==> src/rtl/mwram_pkg.sv <==
// Shared constants and width rules for the mixed-width RAM.
// Assumes widths are given in bits; no state lives here.
package mwram_pkg;
    localparam int DATA_POOL   = 512;
    localparam int PARITY_POOL = 576;

    // True for the widths that carry a ninth bit per byte
    function automatic bit is_parity_w(input int w);
        return (w == 9) || (w == 18);
    endfunction

    // True for any supported width
    function automatic bit width_ok(input int w);
        return (w == 1) || (w == 2) || (w == 4) || (w == 8) || (w == 16) || is_parity_w(w);
    endfunction

    // True when a write width and a read width may share the pool
    function automatic bit pair_ok(input int ww, input int rw);
        return width_ok(ww) && width_ok(rw) && (is_parity_w(ww) == is_parity_w(rw));
    endfunction

    // Number of pool bits reachable for a width family
    function automatic int pool_bits(input int w);
        return is_parity_w(w) ? PARITY_POOL : DATA_POOL;
    endfunction
endpackage

==> src/rtl/mwram_wr_port.sv <==
// Write address decoder: turns one word write into a bit mask and
// bit data over the whole pool. Assumes NB is a multiple of WW and
// AW is wide enough to address every word. Addresses with no
// matching word produce an empty mask.
module mwram_wr_port #(
    parameter int WW = 4,
    parameter int AW = 9,
    parameter int NB = 512
) (
    input  logic          wr_en,
    input  logic [AW-1:0] wr_addr,
    input  logic [WW-1:0] wr_data,
    output logic [NB-1:0] wr_mask,
    output logic [NB-1:0] wr_bits
);
    localparam int DEPTH = NB / WW;

    // One lane per word: enable the lane whose index equals the address
    for (genvar g = 0; g < DEPTH; g++) begin : g_lane
        logic hit;
        assign hit                  = wr_en && (wr_addr == AW'(g));
        assign wr_mask[g*WW +: WW]  = {WW{hit}};
        assign wr_bits[g*WW +: WW]  = wr_data;
    end
endmodule

==> src/rtl/mwram_store.sv <==
// Bit-level storage pool. Each bit is written when its mask bit is
// set. Assumes one masked write per cycle and clears on reset.
module mwram_store #(
    parameter int NB = 512
) (
    input  logic          clk,
    input  logic          rst_n,
    input  logic [NB-1:0] wr_mask,
    input  logic [NB-1:0] wr_bits,
    output logic [NB-1:0] cells
);
    // Clear on reset, else merge masked write bits into the pool
    always_ff @(posedge clk) begin
        if (!rst_n) cells <= '0;
        else        cells <= (cells & ~wr_mask) | (wr_bits & wr_mask);
    end
endmodule

==> src/rtl/mwram_rd_port.sv <==
// Read port: splits the pool into RW-bit words, selects one by
// address and registers it. Out-of-range addresses give zero.
// Assumes NB is a multiple of RW. The pool is sampled before
// the same edge's write lands, so a read returns the old data.
module mwram_rd_port #(
    parameter int RW = 16,
    parameter int AW = 9,
    parameter int NB = 512
) (
    input  logic          clk,
    input  logic          rst_n,
    input  logic          rd_en,
    input  logic [AW-1:0] rd_addr,
    input  logic [NB-1:0] cells,
    output logic [RW-1:0] rd_data
);
    localparam int          DEPTH   = NB / RW;
    localparam int          IDX_W   = (DEPTH > 1) ? $clog2(DEPTH) : 1;
    localparam logic [AW:0] DEPTH_V = (AW+1)'(DEPTH);

    logic [RW-1:0] words [DEPTH];
    logic [RW-1:0] pick;

    // Carve the pool into read-width words
    for (genvar g = 0; g < DEPTH; g++) begin : g_word
        assign words[g] = cells[g*RW +: RW];
    end

    // Select the addressed word or zero when past the end
    always_comb begin
        if ({1'b0, rd_addr} < DEPTH_V) pick = words[rd_addr[IDX_W-1:0]];
        else                           pick = '0;
    end

    // Output register loads only when a read is requested
    always_ff @(posedge clk) begin
        if (!rst_n)     rd_data <= '0;
        else if (rd_en) rd_data <= pick;
    end
endmodule

==> src/rtl/mwram_top.sv <==
// Mixed-width simple dual-port RAM over a 576-bit pool. Write and read
// widths are parameters; both must come from the same width family.
// Assumes AW covers the deeper of the two ports.
module mwram_top #(
    parameter int WR_W = 4,
    parameter int RD_W = 16,
    parameter int AW   = 9
) (
    input  logic            clk,
    input  logic            rst_n,
    input  logic            wr_en,
    input  logic [AW-1:0]   wr_addr,
    input  logic [WR_W-1:0] wr_data,
    input  logic            rd_en,
    input  logic [AW-1:0]   rd_addr,
    output logic [RD_W-1:0] rd_data
);
    import mwram_pkg::*;

    localparam int NB     = pool_bits(WR_W);
    localparam int WDEPTH = NB / WR_W;
    localparam int RDEPTH = NB / RD_W;
    localparam int MAXD   = (WDEPTH > RDEPTH) ? WDEPTH : RDEPTH;

    // Elaboration guard on the width pairing and address width
    if (!pair_ok(WR_W, RD_W)) begin : g_bad_pair
        $fatal(1, "mwram_top: width pair %0d/%0d not allowed", WR_W, RD_W);
    end
    if ((1 << AW) < MAXD) begin : g_bad_aw
        $fatal(1, "mwram_top: AW=%0d too narrow", AW);
    end

    logic [NB-1:0] wr_mask;
    logic [NB-1:0] wr_bits;
    logic [NB-1:0] cells;

    mwram_wr_port #(.WW(WR_W), .AW(AW), .NB(NB)) u_wr (
        .wr_en   (wr_en),
        .wr_addr (wr_addr),
        .wr_data (wr_data),
        .wr_mask (wr_mask),
        .wr_bits (wr_bits)
    );

    mwram_store #(.NB(NB)) u_store (
        .clk     (clk),
        .rst_n   (rst_n),
        .wr_mask (wr_mask),
        .wr_bits (wr_bits),
        .cells   (cells)
    );

    mwram_rd_port #(.RW(RD_W), .AW(AW), .NB(NB)) u_rd (
        .clk     (clk),
        .rst_n   (rst_n),
        .rd_en   (rd_en),
        .rd_addr (rd_addr),
        .cells   (cells),
        .rd_data (rd_data)
    );
endmodule

==> config.mk <==
export PLATFORM = sky130hd
export DESIGN_NAME = mwram_top
export DESIGN_NICKNAME = d
export VERILOG_FILES = /design/src/rtl/mwram_pkg.sv /design/src/rtl/mwram_wr_port.sv /design/src/rtl/mwram_store.sv /design/src/rtl/mwram_rd_port.sv /design/src/rtl/mwram_top.sv
export SDC_FILE = /design/constraint.sdc
export NUM_CORES = 1
export LEC_CHECK = 0
export BUFFER_PORTS_ARGS = -buffer_cell sky130_fd_sc_hd__clkbuf_2
export CORE_MARGIN = 8
export CORE_UTILIZATION = 60
export DETAILED_ROUTE_END_ITERATION = 12
export PLACE_DENSITY = 0.75
export SLEW_MARGIN = 20
export SYNTH_ARGS = -nofsm -noshare
export SYNTH_HDL_FRONTEND = slang
export SYNTH_SLANG_ARGS = --single-unit
==> constraint.sdc <==
create_clock -name clk -period 2.13 [get_ports clk]
set_input_delay 0.1065 -clock clk [delete_from_list [all_inputs] [get_ports clk]]
set_output_delay 0.1065 -clock clk [all_outputs]
set_load 0.05 [all_outputs]
# After elaboration in Yosys (flattened, before gate mapping)

Cells that the tools add are included.
W data, S select, Z words.

Bitwise gates (word level): 5
Reductions and logical operators: 129
Magnitude comparators: 2
Equality and inequality tests: 127
Multiplexer cells: 4

Operators with widths:

| operator             | number |
|---|---|
| $and A512 B512 Y512  | 2 |
| $eq A9 B7 Y1 const B | 64 |
| $not A512 Y512       | 1 |
| $or A512 B512 Y512   | 1 |
| $eq A9 B6 Y1 const B | 32 |
| $eq A9 B5 Y1 const B | 16 |
| $logic_and A1 B1 Y1  | 128 |
| $bmux W16 S5         | 1 |
| $eq A9 B4 Y1 const B | 8 |
| $mux W16             | 3 |
| $eq A9 B3 Y1 const B | 4 |
| $eq A9 B2 Y1 const B | 2 |
| $eq A9 B1 Y1 const B | 1 |
| $logic_not A9 Y1     | 1 |
| $lt A9 B6 Y1 const B | 1 |
| $ge A6 B6 Y1 const B | 1 |
| $not A5 Y6           | 1 |

Input port bits: 26
Register bits after elaboration: 528

# Logic depth before layout (Yosys ltp)

Gate-level depths: netlist (run 1).

Depth in word-level cells: 5
Depth in mapped cells: 8

# By module

Synthesis (run 1) repeated with hierarchy kept, for this count alone.

Cell total of the unflattened synthesis: 3,284
Area, all modules: 36,926.7 um^2

Modules (own cells, without submodules):

| module        | area an instance (um^2) | times used | cells each |
|---|---|---|---|
| mwram_store   | 23,024.6                | 1          | 1,593 |
| mwram_wr_port | 8,742.1                 | 1          | 1,219 |
| mwram_rd_port | 5,159.9                 | 1          | 472 |

# Least setup slack after synthesis (run 1)

OpenSTA, ideal clock, no wires.

Kind: input -> register
Start point: input rd_addr[0]
End point: register u_rd.rd_data[2]
Setup slack: 273 ps
Data arrival time: 1,722 ps
Cell stages on the path: 6
Library setup time: 135 ps
Buffers on the path: 2
Path through: buf_2 buf_2 mux4_2 mux2_2 a2111oi_0 nor4_1

Word-level cells in the longest chain between the ends: 5

RTL lines:

| element                                     | line                | source |
|---|---|---|
| start: declaration                          | mwram_top.sv:15     | `input logic [AW-1:0] rd_addr,` |
| $not A5 Y6 (implied by the code)            | mwram_rd_port.sv:31 | `if ({1'b0, rd_addr} < DEPTH_V) pick = words[rd_addr[IDX_W-1:0]];` |
| $bmux W16 S5                                | mwram_rd_port.sv:31 |  |
| $mux W16 (implied by the code) (2 in a row) | mwram_rd_port.sv:31 |  |
| $mux W16 (*)                                | mwram_rd_port.sv:31 |  |
| end signal: assignment                      | mwram_rd_port.sv:38 | `else if (rd_en) rd_data <= pick;` |
| end: declaration                            | mwram_rd_port.sv:15 | `output logic [RW-1:0] rd_data` |

Mark *: on every way between the ends. The rest lies on a longest branch, timed or not. The select of a mux whose other input is x is not followed.
A chain may end at the register's enable or synchronous reset.

==> flow_summary.yaml, run 1 <==
yosys:
  yosys_warnings: 0
  syn_inst: 2327
  yosysSeqAreaShare: 0.410
  syn_nets: 2353
  syn_avg_cell_area_um2: 11.1
  async_flop_share: 0
  netlist_area_um2: 25800
  synth-edff-count: 0
  ys_seq_elements: 528
  yosysUniqueCellTypes: 38
  synth-main-ff-cell: "dfxtp_1"
power:
  p_int_uw: 15800
  vdd_drop_max_mv: 0.775
  sequentialPowerShare: 0.475
  power_frac_comb: 0.072
  p_clk_frac: 0.453
  p_sw_uw: 4970
  p_sw_frac: 0.239
  leakage_uw: 0.0124
  power_per_cell_area_nw_per_um2: 714
worst_setup_path:
  reg2regPathDepth: 5
  crit_type: "reg2reg"
  crit_end: "u_rd.rd_data[12]"
  r2r_end: "u_rd.rd_data[12]"
  cp.required_ns: 2.62
  critPathLaunchType: "flip-flop"
  endpoint_kind: "flip-flop"
  critPathMaxFanout: 2
  arrival_ns: 2.37
  rrSetupSlack_ns: 0.25
global_routing:
  grt_pass1_vias: 18200
  gr-total-overflow: 0
  grt_usage: 0.281
  antenna_found_initial: 1
  grt_max_degree: 122
  grt_pass1_wl_um: 110000
timing:
  worstMarginPinSlew_ns: 1.13
  rsz0062_at_grt: "false"
  finClkSkew_ns: 0.0201
  drv_slew: 0
  period_minus_slack_ns: 1.88
  relSlewSlack: 0.243
  finalCritPeriodShare: 0.884
  hold_viol: 0
  finalSetupTns_ns: 0
  setup-violations-final: 0
  fmax_mhz: 531
die:
  rows: 76
  die_width_um: 223
  dieArea_um2: 49900
  die_h_um: 223
  initial_core_util: 0.602
  num_io_pins: 42
  core_um2: 42800
clocking:
  cts_inserted_buffers: 55
  clock-root-buffer: "clkbuf_16"
  clk_pin_slew_worst_paths_ns: 0.06
  htreeDepth: 2
  clock_path_buffers: 3
  post_cts_resized: 0
  tritoncts: "built"
  clk_latency_ns: 0.62
  cts_sinks: 528
cells_and_area:
  nets: 2393
  post-route-util: 0.681
  drive_above_1_share: 0.189
  nFillCells: 3251
  diodes: 0
  seqCellArea_um2: 10600
  multi_input_area_um2: 14400
  area_delta_synth_final_pct: 13.0
run:
  cap_violations: 0
drt:
  wl_per_cell_um: 24.0
  via_per_inst: 6.10
  vias: 18000
  drtIter0Drc: 1521
  drtAntennaViolNets: 0
  drt-total-wl_um: 70800
  drc: 0
  drt-pass1-iter-count: 5
hold_path:
  hold_class: "in2reg"
  min_from: "wr_data[3]"
placement:
  dp.final_hpwl_um: 47400
  port_buffers: 41
  gp_congestion: 0.870
outcome:
  status: "complete, no violations"
-- cells in the mapped netlist, types with 7 or more instances --
master / n / area (µm²)
a2111oi_0: 24 / 210
mux4_2: 80 / 1800
buf_4: 9 / 67.6
a211oi_1: 16 / 120
o22ai_1: 8 / 50.1
o2111a_1: 8 / 90.1
nor2_1: 7 / 26.3
a22oi_1: 32 / 240
o22a_1: 8 / 70.1
nor4bb_1: 9 / 90.1
mux2_2: 8 / 90.1
clkbuf_1: 149 / 559
nand3_4: 32 / 561
buf_6: 7 / 78.8
buf_2: 31 / 155
nor4_1: 17 / 106
nand3_1: 74 / 370
nor3_2: 30 / 300
and2_1: 10 / 62.6
dfxtp_1: 528 / 10600
mux2i_1: 616 / 6170
nor2b_1: 552 / 3450
nand2b_1: 7 / 43.8
buf_1: 14 / 52.6
o21ai_0: 16 / 80.1
-- through the flow --
stage	instance area, µm²	power, µW	std cells	worst slack [ns]	hold slack (ns)
after floorplan	25800	11000	2327	0.273	0.379
after global placement	27300	11600	2853	0.0630	0.456
after detailed placement	27300	11600	2853	0.0421	0.468
after CTS	29100	20900	2952	0.288	0.0465
after global routing	29100	21400	2952	0.170	0.0660
final	29100	20800	2952	0.248	0.0415
-- cells by family (layout without fill, tap and decap cells) --
logic type             Yosys count  count (layout)  share of synthesized area
buffers and inverters          210             289                     0.0354
muxes                          704             704                      0.313
DFF                            528             528                      0.410
and+or+nand+nor                773             773                      0.209
AOI/OAI and AO/OA              112             112                     0.0334
-- placed cells by master, fill, tap and decap left out, types with 24 or more instances in the layout --
| cell | synthesis | routed |
|---|---|---|
| mux2i_1 | 616 | 616 |
| nor2b_1 | 552 | 548 |
| dfxtp_1 | 528 | 528 |
| buf_4 | 9 | 127 |
| mux4_2 | 80 | 80 |
| nand3_1 | 74 | 74 |
| clkbuf_16 | 0 | 56 |
| clkbuf_2 | 0 | 34 |
| nand3_4 | 32 | 32 |
| a22oi_1 | 32 | 32 |
| nor3_2 | 30 | 30 |
| buf_12 | 0 | 27 |
| a2111oi_0 | 24 | 24 |
-- worst max-delay path, cell delays in order, from the launching register on --
cell	delay, ns
dfxtp_1	0.31
mux4_2	0.46
mux2_2	0.27
a2111oi_0	0.47
buf_4	0.20
nor4_1	0.04
-- final cells by class --
| cell class | instances | share of cell area |
|---|---|---|
| clock buffers | 81 | 0.0572 |
| clock inverters | 15 | 0.00322 |
| multi-input cells | 1589 | 0.494 |
| flip-flops and latches | 528 | 0.363 |
| well taps | 546 | 0.0235 |
| repair buffers | 193 | 0.0592 |
-- timing repair --
action / CTS / global route
setup buffers: 0 / 0
hold buffers: 3 / 0
hold endpoints to repair: 14 / 0
-- how the worst min path moves through the flow --
stage / cells after the start / slack [ns] / end
CTS: 3 / 0.05 / flip-flop
detailed placement: 3 / 0.47 / flip-flop
global placement: 3 / 0.46 / flip-flop
global route: 3 / 0.07 / flip-flop
floorplan: 3 / 0.38 / u_rd.rd_data[9]
finish: 3 / 0.04 / flip-flop
-- per-layer routing --
| metal | GRT usage | routed length [µm] | vias to the layer above |
|---|---|---|---|
| met5 | 0 | 12 | - |
| met2 | 0.456 | 33100 | 566 |
| met3 | 0.0398 | 4260 | 154 |
| li1 | - | - | 8340 |
| met4 | 0.109 | 2380 | 2 |
| met1 | 0.375 | 31000 | 8932 |
-- power groups by stage --
stage               Combinational, µW  Clock (µW)  Sequential [µW]
floorplan                         904           0            10100
global placement                 1450           0            10100
detailed placement               1470           0            10100
CTS                              1480        9510             9890
global route                     1550        9960             9880
finish                           1500        9420             9890
No activity file was read; power rests on OpenSTA's default activity.
==> run 2: changes to the inputs <==
- HOLD_SLACK_MARGIN: unset -> 0.15
==> flow_summary.yaml, run 2 (synthesized netlist as in run 1, its figures left out) <==
die:
  dieArea_um2: 49900
  die_h_um: 223
  num_io_pins: 42
  die_width_um: 223
  core_um2: 42800
  initial_core_util: 0.602
  rows: 76
placement:
  dp.final_hpwl_um: 47400
  placed_area_um2: 27300
  placed_cells: 2853
  port_buffers: 41
  gp_congestion: 0.870
timing:
  finalCritPeriodShare: 0.886
  relSlewSlack: 0.222
  finClkSkew_ns: 0.0202
  worstMarginPinSlew_ns: 1.16
  drv_slew: 0
  period_minus_slack_ns: 1.89
  hold_viol: 0
  setup-violations-final: 0
  finalSetupTns_ns: 0
  fmax_mhz: 530
  rsz0062_at_grt: "false"
outcome:
  status: "complete, no violations"
drt:
  vias: 18000
  via_per_inst: 6.10
  drtIter0Drc: 1529
  drc: 0
  drtAntennaViolNets: 0
  drt-pass1-iter-count: 5
  drt-total-wl_um: 70900
  wl_per_cell_um: 24.0
worst_setup_path:
  path_cells: "mux4_2 > mux2_2 > a2111oi_0 > buf_4 > nor4_1"
  endpoint_kind: "flip-flop"
  critPathMaxFanout: 2
  arrival_ns: 2.38
  cp.required_ns: 2.62
  critPathLaunchType: "flip-flop"
  rrSetupSlack_ns: 0.24
  crit_type: "reg2reg"
  slowest_stage: "a2111oi_0"
  max_stage_delay_ns: 0.47
clocking:
  post_cts_resized: 0
  tritoncts: "built"
  htreeDepth: 2
  post-cts-setup-buffer-count: 0
  clock_path_buffers: 3
  clk_pin_slew_worst_paths_ns: 0.06
  cts_sinks: 528
  holdBufCountCts: 6
  cts_inserted_buffers: 55
  clock-root-buffer: "clkbuf_16"
  clk_latency_ns: 0.62
global_routing:
  antenna_found_initial: 1
  grt_usage: 0.281
  grt_pass1_vias: 18200
  grt_max_degree: 122
  gr-total-overflow: 0
  grt_pass1_wl_um: 110000
hold_path:
  hold_class: "in2reg"
cells_and_area:
  final_cells: 2955
  final_cell_mix: "mux2i_1, nor2b_1, dfxtp_1"
  final_common_cell: "mux2i_1"
  diodes: 0
  nets: 2396
  final_area_um2: 29200
  drive_above_1_share: 0.188
  area_delta_synth_final_pct: 13.1
run:
  cap_violations: 0
power:
  power_per_cell_area_nw_per_um2: 714
  vdd_drop_max_mv: 0.772
  leakage_uw: 0.0124
-- run 2: cell types whose count changed in the layout (fill, tap and decap cells not counted), sizes merged --
cell | previous run | this run
dlygate4sd3 | 3 | 6
-- run 2: worst paths after layout --
| check | start | end | cells past startpoint |
|---|---|---|---|
| worst max-delay path | flip-flop | u_rd.rd_data[12] | 5 |
| worst min register to register | flip-flop | flip-flop | 2 |
| worst max register to register | flip-flop | u_rd.rd_data[12] | 5 |
| worst min-delay path | wr_addr[8] | flip-flop | 6 |
-- run 2: worst max-delay path, delay by kind of cell, from the launching register on --
family | cells | cell delay (ns)
buf+inv | 1 | 0.20
flops | 1 | 0.31
simple gates | 1 | 0.04
compound gates | 1 | 0.47
mux | 2 | 0.73
-- run 2: cell type report --
cell class | count | area (µm²)
clock buffer | 81 | 1670
clock inverter | 15 | 93.8
fill | 3250 | 13600
multi-input combinational | 1589 | 14400
sequential | 528 | 10600
tap | 546 | 683
timing repair buffer | 196 | 1750
-- run 2: routing by layer --
| metal | vias up | share of wire | global-route usage |
|---|---|---|---|
| met1 | 8955 | 0.44 | 0.375 |
| li1 | 8346 | - | - |
| met5 | - | 0.00017 | 0 |
| met4 | 2 | 0.032 | 0.107 |
| met3 | 148 | 0.059 | 0.0403 |
| met2 | 584 | 0.47 | 0.458 |
-- run 2: power breakdown --
part           leakage (µW)  total [µW]  internal [µW]  switching (µW)
combinational       0.00726        1500            578             926
sequential          0.00425        9890           9880            5.59
clock              0.000885        9420           5380            4050
total                0.0124       20800          15800            4980
-- run 2: stage by stage --
step / power, µW / worst slack [ns] / util / hold slack (ns)
2_1_floorplan: 11000 / 0.273 / - / 0.379
5_1_grt: 21400 / 0.170 / 0.681 / 0.238
6_report: 20800 / 0.243 / 0.681 / 0.224
3_3_place_gp: 11600 / 0.0630 / 0.639 / 0.456
3_5_place_dp: 11600 / 0.0421 / 0.639 / 0.468
4_1_cts: 20900 / 0.288 / 0.681 / 0.202
